## config.mk

```make
export PLATFORM = sky130hd
export DESIGN_NAME = cal_alarm_match
export DESIGN_NICKNAME = d
export VERILOG_FILES = /design/src/rtl/cal_alarm_pkg.sv /design/src/rtl/alarm_regs.sv /design/src/rtl/alarm_compare.sv /design/src/rtl/alarm_pending.sv /design/src/rtl/cal_alarm_match.sv
export SDC_FILE = /design/constraint.sdc
export NUM_CORES = 1
export LEC_CHECK = 0
export BUFFER_PORTS_ARGS = -buffer_cell sky130_fd_sc_hd__buf_2
export CAP_MARGIN = 0
export CORE_MARGIN = 3
export CORE_UTILIZATION = 35
export CTS_CLUSTER_DIAMETER = 40
export DETAILED_ROUTE_END_ITERATION = 8
export PLACE_DENSITY = 0.58
export RECOVER_POWER = 50
export SLEW_MARGIN = 20
export SYNTH_ARGS = -nofsm -noshare
export SYNTH_HDL_FRONTEND = slang
export SYNTH_SLANG_ARGS = --single-unit
```

## constraint.sdc

```tcl
create_clock -name clk -period 1.67 [get_ports clk]
set_input_delay 0.0835 -clock clk [delete_from_list [all_inputs] [get_ports clk]]
set_output_delay 0.0835 -clock clk [all_outputs]
set_load 0.01 [all_outputs]
```

## src/rtl/cal_alarm_pkg.sv

```systemverilog
package cal_alarm_pkg;
  localparam int NFIELD  = 6;
  localparam int FLD_W   = 12;
  localparam int CTRL_W  = NFIELD + 1;
  localparam int ARM_BIT = NFIELD;
  localparam int ADDR_W  = 3;
  localparam int DATA_W  = 16;
  localparam int PEND_BIT = 1;

  localparam logic [ADDR_W-1:0] A_CTRL = 3'd0;
  localparam logic [ADDR_W-1:0] A_PEND = 3'd7;

  // stored width of field i: sec, min, hour, day, month, year
  function automatic int fld_width(input int i);
    case (i)
      0, 1:    return 7;
      2, 3:    return 6;
      4:       return 5;
      default: return 12;
    endcase
  endfunction

  function automatic logic [FLD_W-1:0] fld_mask(input int i);
    return FLD_W'((1 << fld_width(i)) - 1);
  endfunction

  // address of field i is one above the control word
  function automatic logic [ADDR_W-1:0] fld_addr(input int i);
    return ADDR_W'(i + 1);
  endfunction
endpackage

```

## src/rtl/alarm_regs.sv

```systemverilog
module alarm_regs
  import cal_alarm_pkg::*;
(
  input  logic              clk,
  input  logic              rst_n,
  input  logic              wr,
  input  logic [ADDR_W-1:0] addr,
  input  logic [DATA_W-1:0] wdata,
  input  logic              pend,
  output logic [DATA_W-1:0] rdata,
  output logic [CTRL_W-1:0] ctrl,
  output logic [FLD_W-1:0]  alm_fld [NFIELD],
  output logic              clr_req
);
  always_ff @(posedge clk or negedge rst_n) begin
    if (!rst_n)                    ctrl <= '0;
    else if (wr && addr == A_CTRL) ctrl <= wdata[CTRL_W-1:0];
  end

  for (genvar i = 0; i < NFIELD; i++) begin : g_fld
    always_ff @(posedge clk or negedge rst_n) begin
      if (!rst_n)                         alm_fld[i] <= '0;
      else if (wr && addr == fld_addr(i)) alm_fld[i] <= wdata[FLD_W-1:0] & fld_mask(i);
    end
    // stored field never has bits above its width
    AST_FIELD_MASKED: assert property (@(posedge clk) disable iff (!rst_n)
      (alm_fld[i] & ~fld_mask(i)) == '0);
  end

  assign clr_req = wr && (addr == A_PEND) && wdata[PEND_BIT];

  always_comb begin
    rdata = '0;
    if (addr == A_CTRL)      rdata[CTRL_W-1:0] = ctrl;
    else if (addr == A_PEND) rdata[PEND_BIT]   = pend;
    else begin
      for (int i = 0; i < NFIELD; i++)
        if (addr == fld_addr(i)) rdata[FLD_W-1:0] = alm_fld[i];
    end
  end
endmodule

```

## src/rtl/alarm_compare.sv

```systemverilog
module alarm_compare
  import cal_alarm_pkg::*;
(
  input  logic              tick,
  input  logic [CTRL_W-1:0] ctrl,
  input  logic [FLD_W-1:0]  alm_fld [NFIELD],
  input  logic [FLD_W-1:0]  cur_fld [NFIELD],
  output logic [NFIELD-1:0] hit,
  output logic              fire
);
  for (genvar i = 0; i < NFIELD; i++) begin : g_cmp
    assign hit[i] = ctrl[i] && (alm_fld[i] == cur_fld[i]);
  end

  assign fire = tick && ctrl[ARM_BIT] && (|hit);
endmodule

```

## src/rtl/alarm_pending.sv

```systemverilog
module alarm_pending (
  input  logic clk,
  input  logic rst_n,
  input  logic fire,
  input  logic clr,
  output logic pend
);
  always_ff @(posedge clk or negedge rst_n) begin
    if (!rst_n)    pend <= 1'b0;
    else if (fire) pend <= 1'b1;
    else if (clr)  pend <= 1'b0;
  end

  AST_FIRE_SETS: assert property (@(posedge clk) disable iff (!rst_n)
    fire |=> pend);
  AST_STICKY: assert property (@(posedge clk) disable iff (!rst_n)
    (pend && !clr) |=> pend);
  AST_CLEAR_DROPS: assert property (@(posedge clk) disable iff (!rst_n)
    (clr && !fire) |=> !pend);
  AST_SET_WINS: assert property (@(posedge clk) disable iff (!rst_n)
    (clr && fire) |=> pend);
endmodule

```

## src/rtl/cal_alarm_match.sv

```systemverilog
module cal_alarm_match
  import cal_alarm_pkg::*;
(
  input  logic              clk,
  input  logic              rst_n,
  input  logic              sec_tick,
  input  logic [7:0]        cur_sec,
  input  logic [7:0]        cur_min,
  input  logic [7:0]        cur_hour,
  input  logic [7:0]        cur_mday,
  input  logic [7:0]        cur_mon,
  input  logic [11:0]       cur_year,
  input  logic              reg_wr,
  input  logic [2:0]        reg_addr,
  input  logic [15:0]       reg_wdata,
  output logic [15:0]       reg_rdata,
  output logic              alarm_irq
);
  logic [CTRL_W-1:0] ctrl;
  logic [FLD_W-1:0]  alm_fld [NFIELD];
  logic [FLD_W-1:0]  cur_fld [NFIELD];
  logic [NFIELD-1:0] hit;
  logic              fire;
  logic              clr_req;
  logic              pend;

  assign cur_fld[0] = {4'h0, cur_sec};
  assign cur_fld[1] = {4'h0, cur_min};
  assign cur_fld[2] = {4'h0, cur_hour};
  assign cur_fld[3] = {4'h0, cur_mday};
  assign cur_fld[4] = {4'h0, cur_mon};
  assign cur_fld[5] = cur_year;

  alarm_regs u_regs (
    .clk(clk), .rst_n(rst_n), .wr(reg_wr), .addr(reg_addr), .wdata(reg_wdata),
    .pend(pend), .rdata(reg_rdata), .ctrl(ctrl), .alm_fld(alm_fld), .clr_req(clr_req)
  );

  alarm_compare u_cmp (
    .tick(sec_tick), .ctrl(ctrl), .alm_fld(alm_fld), .cur_fld(cur_fld),
    .hit(hit), .fire(fire)
  );

  alarm_pending u_pend (
    .clk(clk), .rst_n(rst_n), .fire(fire), .clr(clr_req), .pend(pend)
  );

  assign alarm_irq = pend;

  AST_RISE_NEEDS_TICK: assert property (@(posedge clk) disable iff (!rst_n)
    $rose(alarm_irq) |-> $past(sec_tick));
  AST_RISE_NEEDS_ARM: assert property (@(posedge clk) disable iff (!rst_n)
    $rose(alarm_irq) |-> $past(ctrl[ARM_BIT]));
  AST_RISE_NEEDS_HIT: assert property (@(posedge clk) disable iff (!rst_n)
    $rose(alarm_irq) |-> $past(|hit));
endmodule

```

==> flow_metrics.py, run 1 <==
metrics = {
    "run_status": {
        "status": "completed",
    },
    "worst_setup_path": {
        "cp-startpoint": "u_regs.alm_fld[37]$_DFFE_PN0P_",
        "path_class": "reg2out",
        "crit_path_max_incr_delay_ns": 0.48,
        "rrSetupSlack_ns": 0.21,
        "end_kind": "primary output",
        "cp_slowest_cell": "mux4_2",
        "cp_data_arrival_time_ns": 1.58,
        "critPathRequiredTime_ns": 1.59,
        "r2r_start": "u_regs.alm_fld[41]$_DFFE_PN0P_",
        "cp_cell_sequence": "mux4_2 > mux2_4 > buf_6",
        "critPathLaunchType": "flip-flop",
        "crit_fanout": 2,
    },
    "synthesis": {
        "synth.avg_cell_area_um2": 12.5,
        "yosysWarnings": 0,
        "netlist_instances": 237,
        "ys_ff_latch": 51,
        "ys_seq_area_share_pct": 43.2,
        "netlist_area_mm2": 0.00295,
        "synth_cell_type_count": 34,
    },
    "layout": {
        "drive_gt1_share_pct": 51.9,
        "most-common-layout-cells": "buf_2 (80), mux2_2 (51), dfrtp_1 (51)",
        "final_common_cell": "buf_2",
        "synthToLayoutAreaGrowth_pct": 25.3,
        "antenna_cells": 0,
        "fin_nets": 417,
        "final_cell_area_mm2": 0.00370,
    },
    "clock_network": {
        "clockBufferDepth": 2,
        "htree_num_levels": 2,
        "tritoncts": "built",
        "root_buffer": "clkbuf_8",
        "cts_sinks": 51,
        "clkTransAtPathRegs_ns": 0.09,
        "clock_latency_ns": 0.29,
        "numCtsBuffers": 5,
    },
    "place": {
        "dpl-instance-area_mm2": 0.00352,
        "portBuffers": 83,
        "dp_hpwl_um": 5790,
        "place.gp.congestion": 0.823,
    },
    "timing": {
        "hold_violations": 0,
        "drv_slew": 0,
        "fin_crit_sh_pct": 99.7,
        "tightest_slew_ns": 0.935,
        "relSlewSlack_pct": 37.7,
        "finalSetupViolCount": 0,
        "skew_ns": 0.00392,
        "fmax_ghz": 0.601,
        "rsz0062_at_grt": "yes",
        "min_period_ns": 1.66,
    },
    "global_route": {
        "grt_max_degree": 36,
        "first_global_vias": 2292,
        "grt_pass1_wl_um": 11800,
        "antenna_found_initial": 0,
        "track_usage_pct": 15.6,
        "gr-total-overflow": 0,
    },
    "floorplan": {
        "io_pins": 92,
        "rows": 32,
        "start_util_pct": 37.1,
        "core_mm2": 0.00797,
        "die_w_um": 97.9,
        "dieArea_mm2": 0.00957,
        "die_y_um": 97.9,
    },
    "route": {
        "via_count": 2138,
        "wire_per_inst_um": 16.5,
        "ant_nets": 0,
        "routed_wl_um": 7320,
        "drt_iter0_markers": 65,
        "vias_per_cell": 4.80,
        "drt_drc_violations_left": 0,
        "first_pass_iters": 4,
    },
    "power": {
        "power_uw": 3530,
        "peakVddDrop_mv": 0.413,
        "cellLeakagePower_uw": 0.00165,
        "cellPowerDensity_mw_per_mm2": 954,
    },
    "worst_hold_path": {
        "hold_path.class": "in2reg",
        "min_from": "reg_wdata[7]",
    },
    "run": {
        "cap_violations": 0,
    },
}
==> timing repair <==
item | in CTS | in global routing
buffers inserted | 11 | 0
setup endpoints to repair | 2 | 3
gates resized for setup | 3 | 1
hold buffers | 1 | 0
hold endpoints to repair | 16 | 0
==> per-layer routing <==
metal / global-route usage [%] / share of wire [%] / up-vias / wire length (um)
li1: - / - / 1053 / -
met1: 21.1 / 46 / 1022 / 3370
met2: 26.2 / 48 / 61 / 3550
met3: 3.29 / 5.2 / 2 / 379
met4: 2.56 / 0.42 / 0 / 31
met5: 0 / 0 / - / 0
==> layout make-up <==
| class | instances | area, um^2 |
|---|---|---|
| Clock buffer | 7 | 76.3 |
| Sequential cell | 51 | 1280 |
| Timing Repair Buffer | 106 | 614 |
| Clock inverter | 1 | 5.00 |
| Tap cell | 102 | 128 |
| Multi-Input combinational cell | 178 | 1600 |
| Fill cell | 786 | 4270 |
==> power by group <==
group / switching, uW / internal [uW] / total [uW] / leakage, uW
registers: 231 / 1500 / 1730 / 0.000614
logic: 428 / 676 / 1100 / 0.000998
clock network: 400 / 296 / 695 / 0.0000422
total: 1060 / 2470 / 3530 / 0.00165
==> cell usage after synthesis <==
master	instances	area [um^2]
nand2_2	1	6.26
nor3b_2	1	12.5
nor2_1	12	45.0
and2_1	5	31.3
nor3_2	2	20.0
clkbuf_8	1	13.8
o21ai_0	2	10.0
nand4_1	5	31.3
buf_1	1	3.75
buf_4	7	52.6
xor2_1	13	114
xnor2_1	30	263
dfrtp_1	51	1280
nand4b_2	1	15.0
nor4_1	3	18.8
nand2_1	5	18.8
o41ai_1	1	8.76
mux4_2	7	158
nand3b_1	2	15.0
a22oi_1	1	7.51
nor2b_1	1	6.26
nand2b_2	1	8.76
nor3b_4	1	18.8
a211oi_1	1	7.51
buf_6	2	22.5
nor3_1	4	20.0
nor2_4	1	11.3
mux2_2	52	586
nand4b_1	1	8.76
nand3_1	5	25.0
conb_1	1	3.75
a21oi_1	9	45.0
nor4b_1	1	8.76
mux2i_1	6	60.1
==> registers in the layout, indices dropped and copies added, names as in the netlist <==
| signal | count |
|---|---|
| u_pend.pend | 1 |
| u_regs.ctrl | 7 |
| u_regs.alm_fld | 43 |
==> path summary, 6_finish.rpt <==
check                                            endpoint  cells past startpoint
max in group asynchronous   u_regs.alm_fld[4]$_DFFE_PN0P_                      3
min in group asynchronous  u_regs.alm_fld[41]$_DFFE_PN0P_                      2
max reg2reg                       u_pend.pend$_DFFE_PN0P_                      6
min                         u_regs.alm_fld[7]$_DFFE_PN0P_                      2
min reg2reg                    u_regs.ctrl[6]$_DFFE_PN0P_                      1
max                                          reg_rdata[1]                      3
==> through the flow <==
stage / TNS [ns] / util, % / std cells / hold WS (ns) / setup WS (ns)
6_report: 0 / 46.5 / 445 / 0.0151 / 0.00521
2_1_floorplan: 0 / - / 240 / -0.212 / 0.436
3_3_place_gp: 0 / 44.2 / 425 / 0.0420 / 0.152
3_5_place_dp: 0 / 44.2 / 425 / 0.0416 / 0.138
5_1_grt: -0.282 / 46.5 / 445 / 0.00438 / -0.0452
4_1_cts: -0.0152 / 46.6 / 445 / 0.0109 / -0.0107
==> cells by family (layout without fill, tap and decap cells) <==
group                  Yosys count  count (layout)  share of synthesized area (%)
multiplexers                    65              65                           27.2
AND/OR/NAND/NOR                 52              52                           10.9
flip-flops                      51              51                           43.2
other                            1               4                          0.127
AO/OA/AOI/OAI                   14              14                           2.67
buffers and inverters           11             114                           3.14
XOR/XNOR                        43              43                           12.8
==> worst max-delay path, delay by kind of cell (launching register included) <==
kind	cells	cell delay (ns)
buffers and inverters	1	0.12
multiplexers	2	0.77
flip-flops	1	0.39
Note: power is estimated with default switching activity, not from simulation.
==> run 2, diff against run 1 <==
--- a/config.mk
+++ b/config.mk
@@ -8,12 +8,14 @@
 export BUFFER_PORTS_ARGS = -buffer_cell sky130_fd_sc_hd__buf_2
 export CAP_MARGIN = 0
 export CORE_MARGIN = 3
-export CORE_UTILIZATION = 35
+export CORE_UTILIZATION = 51
 export CTS_CLUSTER_DIAMETER = 40
 export DETAILED_ROUTE_END_ITERATION = 8
-export PLACE_DENSITY = 0.58
+export PLACE_DENSITY = 0.8
 export RECOVER_POWER = 50
+export SKIP_LAST_GASP = 1
 export SLEW_MARGIN = 20
 export SYNTH_ARGS = -nofsm -noshare
 export SYNTH_HDL_FRONTEND = slang
 export SYNTH_SLANG_ARGS = --single-unit
+export TNS_END_PERCENT = 30
==> run 2 against run 1 <==
  * The flow now finishes with violations (setup timing)
  * Worst hold slack got worse by 0.0027 ns
  * Combinational power about the same
  * Count of clock-buffer cells in the layout decreased by 1
  * Clock power increased by 3%
  * Die area decreased by 30%
  * Via count increased by 4.4%
  * Sequential power about the same
  * Power increased by 1.0%
  * Largest power group unchanged
==> flow_metrics.py, run 2 (synthesis results as in run 1) <==
metrics = {
    "layout": {
        "fin_nets": 418,
        "drive_gt1_share_pct": 50.4,
        "most-common-layout-cells": "buf_2 (80), dfrtp_1 (51), mux2_2 (50)",
        "top_regs": "u_regs.alm_fld: 43 flops, u_regs.ctrl: 7 flops, u_pend.pend: 1 flops",
        "largest_register": "u_regs.alm_fld",
        "final_util_pct": 65.7,
        "largest_reg_flops": 43,
        "final_cell_area_mm2": 0.00364,
        "synthToLayoutAreaGrowth_pct": 23.3,
        "final_common_cell": "buf_2",
        "antenna_cells": 0,
    },
    "run_status": {
        "status": "finished, violations left",
        "violations": "setup timing",
    },
    "route": {
        "routed_wl_um": 7140,
        "via_count": 2233,
        "drt_iter0_markers": 116,
        "vias_per_cell": 5.38,
        "drt_drc_violations_left": 0,
        "ant_nets": 0,
        "wire_per_inst_um": 17.2,
        "first_pass_iters": 4,
    },
    "timing": {
        "min_period_ns": 1.67,
        "finalSetupTns_ns": -0.000322,
        "tightest_slew_ns": 1.11,
        "finalSetupViolCount": 1,
        "drv_slew": 0,
        "hold_violations": 0,
        "skew_ns": 0.00526,
        "relSlewSlack_pct": 26.0,
        "rsz0062_at_grt": "yes",
        "fmax_ghz": 0.599,
        "fin_crit_sh_pct": 100,
        "setup_ws_ns": -0.000322,
        "timing.hold.ws_ns": 0.0124,
    },
    "global_route": {
        "gr-total-overflow": 0,
        "antenna_found_initial": 0,
        "first_global_vias": 2289,
        "grt_pass1_wl_um": 11500,
        "grt_max_degree": 23,
        "track_usage_pct": 23.1,
    },
    "worst_setup_path": {
        "cp_top_family": "multiplexers",
        "crit_path_max_incr_delay_ns": 0.49,
        "critPathLaunchType": "flip-flop",
        "cp_slowest_cell": "mux4_2",
        "end_kind": "primary output",
        "crit_buf_inv": 1,
        "cp_cell_sequence": "mux4_2 > mux2_4 > buf_6",
        "cp_data_arrival_time_ns": 1.59,
        "path_class": "reg2out",
        "crit_fanout": 2,
        "critPathRequiredTime_ns": 1.59,
    },
    "place": {
        "dpl-instance-area_mm2": 0.00347,
        "dp_hpwl_um": 5530,
        "portBuffers": 83,
        "place.gp.congestion": 0.828,
    },
    "power": {
        "cellPowerDensity_mw_per_mm2": 980,
        "cellLeakagePower_uw": 0.00164,
        "peakVddDrop_mv": 0.492,
        "power_uw": 3570,
    },
    "clock_network": {
        "clock_latency_ns": 0.30,
        "clockBufferDepth": 2,
        "tritoncts": "built",
        "numCtsBuffers": 5,
        "root_buffer": "clkbuf_8",
        "htree_num_levels": 2,
        "clkTransAtPathRegs_ns": 0.09,
        "cts_sinks": 51,
    },
    "worst_hold_path": {
        "hold_path.class": "in2reg",
    },
    "floorplan": {
        "die_y_um": 82.1,
        "core_mm2": 0.00554,
        "io_pins": 92,
        "die_w_um": 82.1,
        "rows": 27,
        "start_util_pct": 53.3,
        "dieArea_mm2": 0.00674,
    },
    "run": {
        "cap_violations": 0,
    },
}
[run 2: changes by cell type in the layout (fill, tap and decap cells not counted)]
| cell | before | now |
|---|---|---|
| clkbuf_1 | 3 | 5 |
| mux2_4 | 1 | 2 |
| nand4b_1 | 1 | 2 |
| mux2_2 | 51 | 50 |
| clkbuf_2 | 0 | 1 |
| nand2b_2 | 1 | 0 |
| clkbuf_8 | 5 | 6 |
| buf_4 | 21 | 18 |
| nor2_1 | 11 | 12 |
| nand4b_2 | 1 | 0 |
| nand2b_1 | 0 | 1 |
| buf_12 | 1 | 0 |
| nor2_2 | 1 | 0 |
[run 2: report_power, final]
group / switching, uW / internal, uW / leakage (uW)
registers: 237 / 1500 / 0.000614
clock network: 388 / 326 / 0.0000470
logic: 441 / 673 / 0.000980
[run 2: final timing paths]
path / from / endpoint / slack, ns / depth (start not counted)
min reg2reg: u_regs.ctrl[6]$_DFFE_PN0P_ / u_regs.ctrl[6]$_DFFE_PN0P_ / 0.55 / 1
min in group asynchronous: rst_n / u_regs.alm_fld[65]$_DFFE_PN0P_ / 0.50 / 2
max reg2reg: u_regs.alm_fld[39]$_DFFE_PN0P_ / u_pend.pend$_DFFE_PN0P_ / 0.15 / 6
max: u_pend.pend$_DFFE_PN0P_ / reg_rdata[1] / -0.0003 / 3
max in group asynchronous: rst_n / u_regs.alm_fld[27]$_DFFE_PN0P_ / 0.26 / 3
min: reg_wdata[9] / u_regs.alm_fld[9]$_DFFE_PN0P_ / 0.01 / 2
[run 2: metrics by stage]
step                      worst slack (ns)  cells
after floorplan                      0.436    240
after global placement               0.210    396
after detailed placement             0.194    396
after CTS                         -0.00235    414
after global routing               -0.0540    415
final                            -0.000322    415
[run 2: cell type report]
cell class / instances / area [um^2]
multi-input combinational: 178 / 1590
fill: 460 / 1900
clock buffer: 6 / 82.6
timing repair buffer: 107 / 592
sequential: 51 / 1280
clock inverter: 1 / 5.00
tap: 72 / 90.1
[run 2: worst reg2reg max path, cell delays in order (launching register included)]
cell and delay (ns):
dfrtp_1 0.40, buf_4 0.15, xnor2_1 0.18, nand3_1 0.10, nor4_1 0.31, nor3_1 0.11
a22oi_1 0.19
[run 2: layer usage]
metal	global-route usage [%]	share of wire, %
met1	30.6	43
met3	4.56	6.4
met2	38.0	48
met5	0	0
met4	7.48	2.3
[run 2: timing repair]
action,in CTS,in global routing
hold endpoints to repair,19,0
endpoints found under the setup margin,2,5
buffers inserted,10,1
hold buffers,1,0
resized for setup,2,2
